## src/rtl/evt_vec_pkg.sv

```systemverilog
package evt_vec_pkg;

  localparam int unsigned NUM_EVT    = 6;
  localparam int unsigned SLOT_SHIFT = 3;  // 8-byte slots

  // priority index, 0 = highest
  localparam int unsigned P_RST   = 0;
  localparam int unsigned P_HWEXC = 1;
  localparam int unsigned P_NMBRK = 2;
  localparam int unsigned P_BRK   = 3;
  localparam int unsigned P_IRQ   = 4;
  localparam int unsigned P_USR   = 5;

  localparam int unsigned RA_IRQ   = 14;
  localparam int unsigned RA_BRK   = 16;
  localparam int unsigned RA_HWEXC = 17;

  typedef enum logic [2:0] {
    EVT_NONE   = 3'd0,
    EVT_RESET  = 3'd1,
    EVT_HWEXC  = 3'd2,
    EVT_NMBRK  = 3'd3,
    EVT_BRK    = 3'd4,
    EVT_IRQ    = 3'd5,
    EVT_USREXC = 3'd6
  } evt_e;

  // slot number within the vector table
  function automatic logic [2:0] slot_of(evt_e e);
    case (e)
      EVT_USREXC:        slot_of = 3'd1;
      EVT_IRQ:           slot_of = 3'd2;
      EVT_NMBRK, EVT_BRK: slot_of = 3'd3;
      EVT_HWEXC:         slot_of = 3'd4;
      default:           slot_of = 3'd0;
    endcase
  endfunction

endpackage

```

## src/rtl/evt_qualify.sv

```systemverilog
module evt_qualify
  import evt_vec_pkg::*;
#(
  parameter int unsigned N = NUM_EVT
) (
  input  logic [N-1:0] req_i,
  input  logic         irq_en_i,
  input  logic         brk_act_i,
  input  logic         exc_act_i,
  output logic [N-1:0] qual_o
);

  logic irq_ok;
  assign irq_ok = irq_en_i & ~brk_act_i & ~exc_act_i;

  always_comb begin
    qual_o = req_i;
    if (!irq_ok)  qual_o[P_IRQ] = 1'b0;
    if (brk_act_i) qual_o[P_BRK] = 1'b0;
  end

endmodule

```

## src/rtl/evt_prio_pick.sv

```systemverilog
module evt_prio_pick #(
  parameter int unsigned N    = 6,
  localparam int unsigned IDXW = (N > 1) ? $clog2(N) : 1
) (
  input  logic [N-1:0]    req_i,
  output logic [N-1:0]    win_oh_o,
  output logic [IDXW-1:0] win_idx_o,
  output logic            any_o
);

  logic [N:0] seen;
  assign seen[0] = 1'b0;

  for (genvar i = 0; i < N; i++) begin : g_chain
    assign win_oh_o[i]  = req_i[i] & ~seen[i];
    assign seen[i+1]    = seen[i] | req_i[i];
  end

  assign any_o = seen[N];

  always_comb begin
    win_idx_o = '0;
    for (int i = 0; i < N; i++) begin
      if (win_oh_o[i]) win_idx_o = win_idx_o | IDXW'(i);
    end
  end

endmodule

```

## src/rtl/evt_vector_map.sv

```systemverilog
module evt_vector_map
  import evt_vec_pkg::*;
#(
  parameter int unsigned     XLEN = 32,
  parameter int unsigned     REGW = 5,
  parameter logic [XLEN-1:0] BASE = '0
) (
  input  evt_e            evt_i,
  input  logic            lowlat_i,
  input  logic [XLEN-1:0] ext_vec_i,
  input  logic            delay_slot_i,
  input  logic [REGW-1:0] usr_rd_i,
  output logic [XLEN-1:0] target_o,
  output logic            ret_we_o,
  output logic [REGW-1:0] ret_reg_o,
  output logic            btr_we_o
);

  always_comb begin
    if (evt_i == EVT_IRQ && lowlat_i) target_o = ext_vec_i;
    else target_o = BASE + (XLEN'(slot_of(evt_i)) << SLOT_SHIFT);
  end

  always_comb begin
    ret_we_o  = 1'b1;
    btr_we_o  = 1'b0;
    ret_reg_o = '0;
    case (evt_i)
      EVT_IRQ:            ret_reg_o = REGW'(RA_IRQ);
      EVT_NMBRK, EVT_BRK: ret_reg_o = REGW'(RA_BRK);
      EVT_USREXC:         ret_reg_o = usr_rd_i;
      EVT_HWEXC: begin
        ret_reg_o = REGW'(RA_HWEXC);
        ret_we_o  = ~delay_slot_i;
        btr_we_o  = delay_slot_i;
      end
      default:            ret_we_o  = 1'b0;
    endcase
  end

endmodule

```

## src/rtl/evt_vec_unit.sv

```systemverilog
module evt_vec_unit
  import evt_vec_pkg::*;
#(
  parameter int unsigned     XLEN = 32,
  parameter int unsigned     REGW = 5,
  parameter logic [XLEN-1:0] BASE = '0
) (
  input  logic            clk_i,
  input  logic            rst_ni,
  input  logic            req_rst_i,
  input  logic            req_hwexc_i,
  input  logic            req_nmbrk_i,
  input  logic            req_brk_i,
  input  logic            req_irq_i,
  input  logic            req_usrexc_i,
  input  logic            irq_en_i,
  input  logic            brk_act_i,
  input  logic            exc_act_i,
  input  logic            delay_slot_i,
  input  logic [REGW-1:0] usr_rd_i,
  input  logic            lowlat_i,
  input  logic [XLEN-1:0] ext_vec_i,
  input  logic            resv_set_i,
  output logic            accept_o,
  output logic [2:0]      evt_o,
  output logic [XLEN-1:0] target_o,
  output logic            ret_we_o,
  output logic [REGW-1:0] ret_reg_o,
  output logic            btr_we_o,
  output logic            resv_o
);

  localparam int unsigned IDXW = (NUM_EVT > 1) ? $clog2(NUM_EVT) : 1;

  logic [NUM_EVT-1:0] req_vec, qual, win_oh;
  logic [IDXW-1:0]    win_idx;
  logic               any_win, grant;
  evt_e               win_evt;
  logic [XLEN-1:0]    nxt_target;
  logic               nxt_ret_we, nxt_btr_we;
  logic [REGW-1:0]    nxt_ret_reg;

  always_comb begin
    req_vec          = '0;
    req_vec[P_RST]   = req_rst_i;
    req_vec[P_HWEXC] = req_hwexc_i;
    req_vec[P_NMBRK] = req_nmbrk_i;
    req_vec[P_BRK]   = req_brk_i;
    req_vec[P_IRQ]   = req_irq_i;
    req_vec[P_USR]   = req_usrexc_i;
  end

  evt_qualify #(.N(NUM_EVT)) u_qual (
    .req_i     (req_vec),
    .irq_en_i  (irq_en_i),
    .brk_act_i (brk_act_i),
    .exc_act_i (exc_act_i),
    .qual_o    (qual)
  );

  evt_prio_pick #(.N(NUM_EVT)) u_pick (
    .req_i     (qual),
    .win_oh_o  (win_oh),
    .win_idx_o (win_idx),
    .any_o     (any_win)
  );

  assign win_evt = any_win ? evt_e'(3'(win_idx) + 3'd1) : EVT_NONE;

  evt_vector_map #(.XLEN(XLEN), .REGW(REGW), .BASE(BASE)) u_map (
    .evt_i        (win_evt),
    .lowlat_i     (lowlat_i),
    .ext_vec_i    (ext_vec_i),
    .delay_slot_i (delay_slot_i),
    .usr_rd_i     (usr_rd_i),
    .target_o     (nxt_target),
    .ret_we_o     (nxt_ret_we),
    .ret_reg_o    (nxt_ret_reg),
    .btr_we_o     (nxt_btr_we)
  );

  // one redirect bubble after each accept
  assign grant = any_win & ~accept_o;

  always_ff @(posedge clk_i or negedge rst_ni) begin
    if (!rst_ni) begin
      accept_o  <= 1'b0;
      evt_o     <= EVT_NONE;
      target_o  <= BASE;
      ret_we_o  <= 1'b0;
      ret_reg_o <= '0;
      btr_we_o  <= 1'b0;
    end else begin
      accept_o <= grant;
      evt_o    <= grant ? win_evt : EVT_NONE;
      ret_we_o <= grant & nxt_ret_we;
      btr_we_o <= grant & nxt_btr_we;
      if (grant) begin
        target_o  <= nxt_target;
        ret_reg_o <= nxt_ret_reg;
      end
    end
  end

  always_ff @(posedge clk_i or negedge rst_ni) begin
    if (!rst_ni)         resv_o <= 1'b0;
    else if (grant)      resv_o <= 1'b0;
    else if (resv_set_i) resv_o <= 1'b1;
  end

endmodule

```

## config.mk

```make
export PLATFORM = sky130hd
export DESIGN_NAME = evt_vec_unit
export DESIGN_NICKNAME = d
export VERILOG_FILES = /design/src/rtl/evt_vec_pkg.sv /design/src/rtl/evt_qualify.sv /design/src/rtl/evt_prio_pick.sv /design/src/rtl/evt_vector_map.sv /design/src/rtl/evt_vec_unit.sv
export SDC_FILE = /design/constraint.sdc
export NUM_CORES = 1
export LEC_CHECK = 0
export ABC_AREA = 1
export BUFFER_PORTS_ARGS = -buffer_cell sky130_fd_sc_hd__buf_2
export CORE_MARGIN = 2
export CORE_UTILIZATION = 42
export DETAILED_ROUTE_END_ITERATION = 16
export MAX_ROUTING_LAYER = met4
export PLACE_DENSITY = 0.76
export SYNTH_ARGS = -nofsm -noshare
export SYNTH_HDL_FRONTEND = slang
export SYNTH_SLANG_ARGS = --single-unit
```

## constraint.sdc

```tcl
create_clock -name clk_i -period 1.15 [get_ports clk_i]
set_input_delay 0.23 -clock clk_i [delete_from_list [all_inputs] [get_ports clk_i]]
set_output_delay 0.23 -clock clk_i [all_outputs]
set_load 0.02 [all_outputs]
```

==> flow_metrics.tcl <==
set metrics [dict create \
    power_density_mw_per_mm2 1280 \
    min_period_over_period_pct 139 \
    cp_launch_type "input pin" \
    cts-htree-levels 2 \
    floorplan.die.width_um 73.3 \
    remaining_drc_errors 0 \
    place_area_mm2 0.00273 \
    setup.worst_path.end_class "flip-flop" \
    hold_path_class "in -> reg" \
    max_cap_viol_count 0 \
    finish.net_count 426 \
    worstPathArrival_ps 1820 \
    synth_top_area_cell "sky130_fd_sc_hd__dfrtp_1" \
    first_pass_iters 4 \
    power.share.switching_pct 32.9 \
    tritoncts_clock_tree "yes" \
    initial_utilization_pct 43.0 \
    synth_async_sr_flop_share_pct 100 \
    postLayoutCellArea_mm2 0.00340 \
    gpl.final_weighted_congestion 0.803 \
    synth.yosys.warnings 0 \
    io-pin-count 95 \
    detail_route.wl_per_cell_um 13.3 \
    dp.cells 405 \
    place_ws_ps -795 \
    root_buffer "sky130_fd_sc_hd__clkbuf_8" \
    timing.clock.skew_ps 5.38 \
    core_mm2 0.00469 \
    global_route_wire_length_before_repair_um 8450 \
    grt_overflow_total 0 \
    crit_type "in -> reg" \
    row_count 25 \
    timing.max_slew.rel_slack_pct 84.0 \
    power.share.clock_pct 26.5 \
    antenna_diode_count 0 \
    seq_power_share_pct 40.1 \
    peakVddDrop_v 0.000720 \
    die_area_mm2 0.00538 \
    timing_max_transition_violations_final 0 \
    cellInternalPower_uw 2920 \
    unrepaired_setup_endpoints_after_global_routing "yes" \
    outcome "complete, but fails checks" \
    placement.io_buffers 94 \
    netlist_area_mm2 0.00202 \
    detailed_router_s_first_iteration_violation_count 72 \
    postSynth.topFlopCell "sky130_fd_sc_hd__dfrtp_1" \
    setup_viol 41 \
    tns_setup_ps -15880 \
    synth_nets 297 \
    grt_util_all_layers_pct 20.8 \
    timing_hold_violations_final 0 \
    worst_hold_slack_ps 169 \
    post-synth-top-count-cell "sky130_fd_sc_hd__nand2_1" \
    stdcell_count 429 \
    yosys_register_bits 44 \
    netlist_top_cells_count "sky130_fd_sc_hd__nand2_1 (101), sky130_fd_sc_hd__dfrtp_1 (44), sky130_fd_sc_hd__o21ai_1 (30)" \
    vias_per_cell 4.91 \
    ys_seq_area_share_pct 54.5 \
    switchingPower_uw 1430 \
    routed-via-count 2105 \
    cp.required_ps 1370 \
    max_slew.worst_pin.slew_ps 239 \
    number_of_enable_type_register_cells_in_the_synthesized_netlist 0 \
    violations "negative setup slack" \
    clkSinkCount 44 \
    synth_area_per_cell_um2 8.24 \
    synthDistinctLibCells 22 \
    yosysTopAreaCellShare_pct 54.5 \
    maximum_number_of_pins_on_one_net_before_global_route_repair 45 \
    final_critical_path_setup_slack_ps -445 \
    cts_buffers 5 \
    power.leakage_uw 0.00187 \
    syn-instance-count 245 \
    syn2layout_area_growth_pct 68.5 \
    detailedPlacementHpwl_um 3640 \
    drt-total-wl_um 5690 \
    cts_buffer_depth 2 \
    final_layout_size_suffix_gt1_share_pct 56.0 \
    worst_setup_hold_path_clk_slew_ps 80 \
    leading_cell_types_by_total_area_after_synthesis "sky130_fd_sc_hd__dfrtp_1 (55%), sky130_fd_sc_hd__nand2_1 (19%), sky130_fd_sc_hd__o21ai_1 (7.4%)" \
    timing.fmax_ghz 0.627 \
    antenna_violating_nets_post_route 0 \
    die_h_um 73.3 \
    crit_path_max_fo 5 \
    final_period_minus_worst_setup_slack_ps 1600 \
    grt_antenna_before_repair 0 \
    grt_pass1_vias 1884 \
    combPwrFrac_pct 33.4 \
    clk_latency_ps 290 \
]
worst max-delay path: stages:
cell,delay (ps)
sky130_fd_sc_hd__buf_8,100
sky130_fd_sc_hd__nor2_4,120
sky130_fd_sc_hd__nand3_4,70
sky130_fd_sc_hd__inv_2,60
sky130_fd_sc_hd__nand2_2,50
sky130_fd_sc_hd__o21ai_2,150
sky130_fd_sc_hd__ha_4,160
sky130_fd_sc_hd__inv_4,40
sky130_fd_sc_hd__nand2_4,60
sky130_fd_sc_hd__inv_2,40
sky130_fd_sc_hd__a21oi_4,180
sky130_fd_sc_hd__nand3_4,130
sky130_fd_sc_hd__buf_12,160
sky130_fd_sc_hd__clkbuf_16,150
sky130_fd_sc_hd__o21ai_2,100
power groups by stage:
stage | clock [uW] | sequential [uW] | combinational [uW]
final | 1150 | 1740 | 1450
after CTS | 1180 | 1740 | 1350
after global routing | 1230 | 1760 | 1580
after global placement | 0 | 1770 | 1170
after detailed placement | 0 | 1770 | 1170
after floorplan | 0 | 1940 | 474
sequential cells by signal, indices dropped and copies added (netlist names):
name	flops
resv_o	1
accept_o	1
evt_o	3
btr_we_o	1
target_o	32
ret_we_o	1
ret_reg_o	5
final cells by class:
class / instances / area [um^2]
fill: 351 / 1290
inverter: 16 / 75.1
clock buffer: 6 / 72.6
timing repair buffer: 134 / 976
multi-input combinational: 173 / 1080
tap: 54 / 67.6
sequential: 44 / 1100
clock inverter: 2 / 35.0
worst paths after layout:
check                              from      endpoint  slack (ps)  cells past startpoint
max                         req_hwexc_i  target_o[25]        -450                     15
min                        delay_slot_i      btr_we_o         170                      3
max reg2reg                    accept_o   target_o[9]        -100                      4
min reg2reg                target_o[18]  target_o[18]         480                      2
max in group asynchronous        rst_ni  target_o[14]         510                      3
min in group asynchronous        rst_ni  target_o[20]         440                      3
metrics by stage:
stage               power (uW)  utilization (%)
floorplan                 2420                -
finish                    4350             72.5
detailed placement        2940             58.2
CTS                       4270             69.1
global route              4570             72.5
global placement          2940             58.2
cell usage in the layout (no fill, tap or decap), types with 2 or more instances in the layout:
cell and n:
sky130_fd_sc_hd__o21ai_1 2, sky130_fd_sc_hd__o21ai_4 2, sky130_fd_sc_hd__nand3_1 4, sky130_fd_sc_hd__nand4_1 3, sky130_fd_sc_hd__buf_2 90, sky130_fd_sc_hd__inv_2 3, sky130_fd_sc_hd__dfrtp_1 44, sky130_fd_sc_hd__nor2_4 6
sky130_fd_sc_hd__buf_16 2, sky130_fd_sc_hd__nand2_8 2, sky130_fd_sc_hd__buf_6 14, sky130_fd_sc_hd__inv_4 3, sky130_fd_sc_hd__o21ai_2 29, sky130_fd_sc_hd__nand2_2 9, sky130_fd_sc_hd__nand3_4 3, sky130_fd_sc_hd__nor2_1 11
sky130_fd_sc_hd__inv_1 9, sky130_fd_sc_hd__buf_12 6, sky130_fd_sc_hd__nor2_2 2, sky130_fd_sc_hd__nand2_1 87, sky130_fd_sc_hd__nand3_2 2, sky130_fd_sc_hd__nand2_4 5, sky130_fd_sc_hd__buf_4 19, sky130_fd_sc_hd__clkbuf_8 5
cell families after synthesis:
kind of cell	after synthesis	synth area share, %
and+or+nand+nor	134	28.6
DFF	44	54.5
AOI/OAI and AO/OA	38	9.73
buffers and inverters	28	6.57
adders and majority gates	1	0.619
layer usage:
metal  track usage (%)  vias up  part of all wire (%)
li1                  -     1030                     -
met1              23.9      996                    40
met2              36.1       74                    53
met3              4.80        5                   6.0
met4              6.46        0                  0.86
met5                 -        -                     0
what timing repair did:
item                                    CTS  global route
hold buffers                              1             0
endpoints found under the setup margin   42            44
pin swaps                                11            14
cloned                                    2             1
endpoints found under the hold margin    44             0
resized for setup                        59            41
buffers inserted                         16             2
Power figures use the tool's default switching activity.
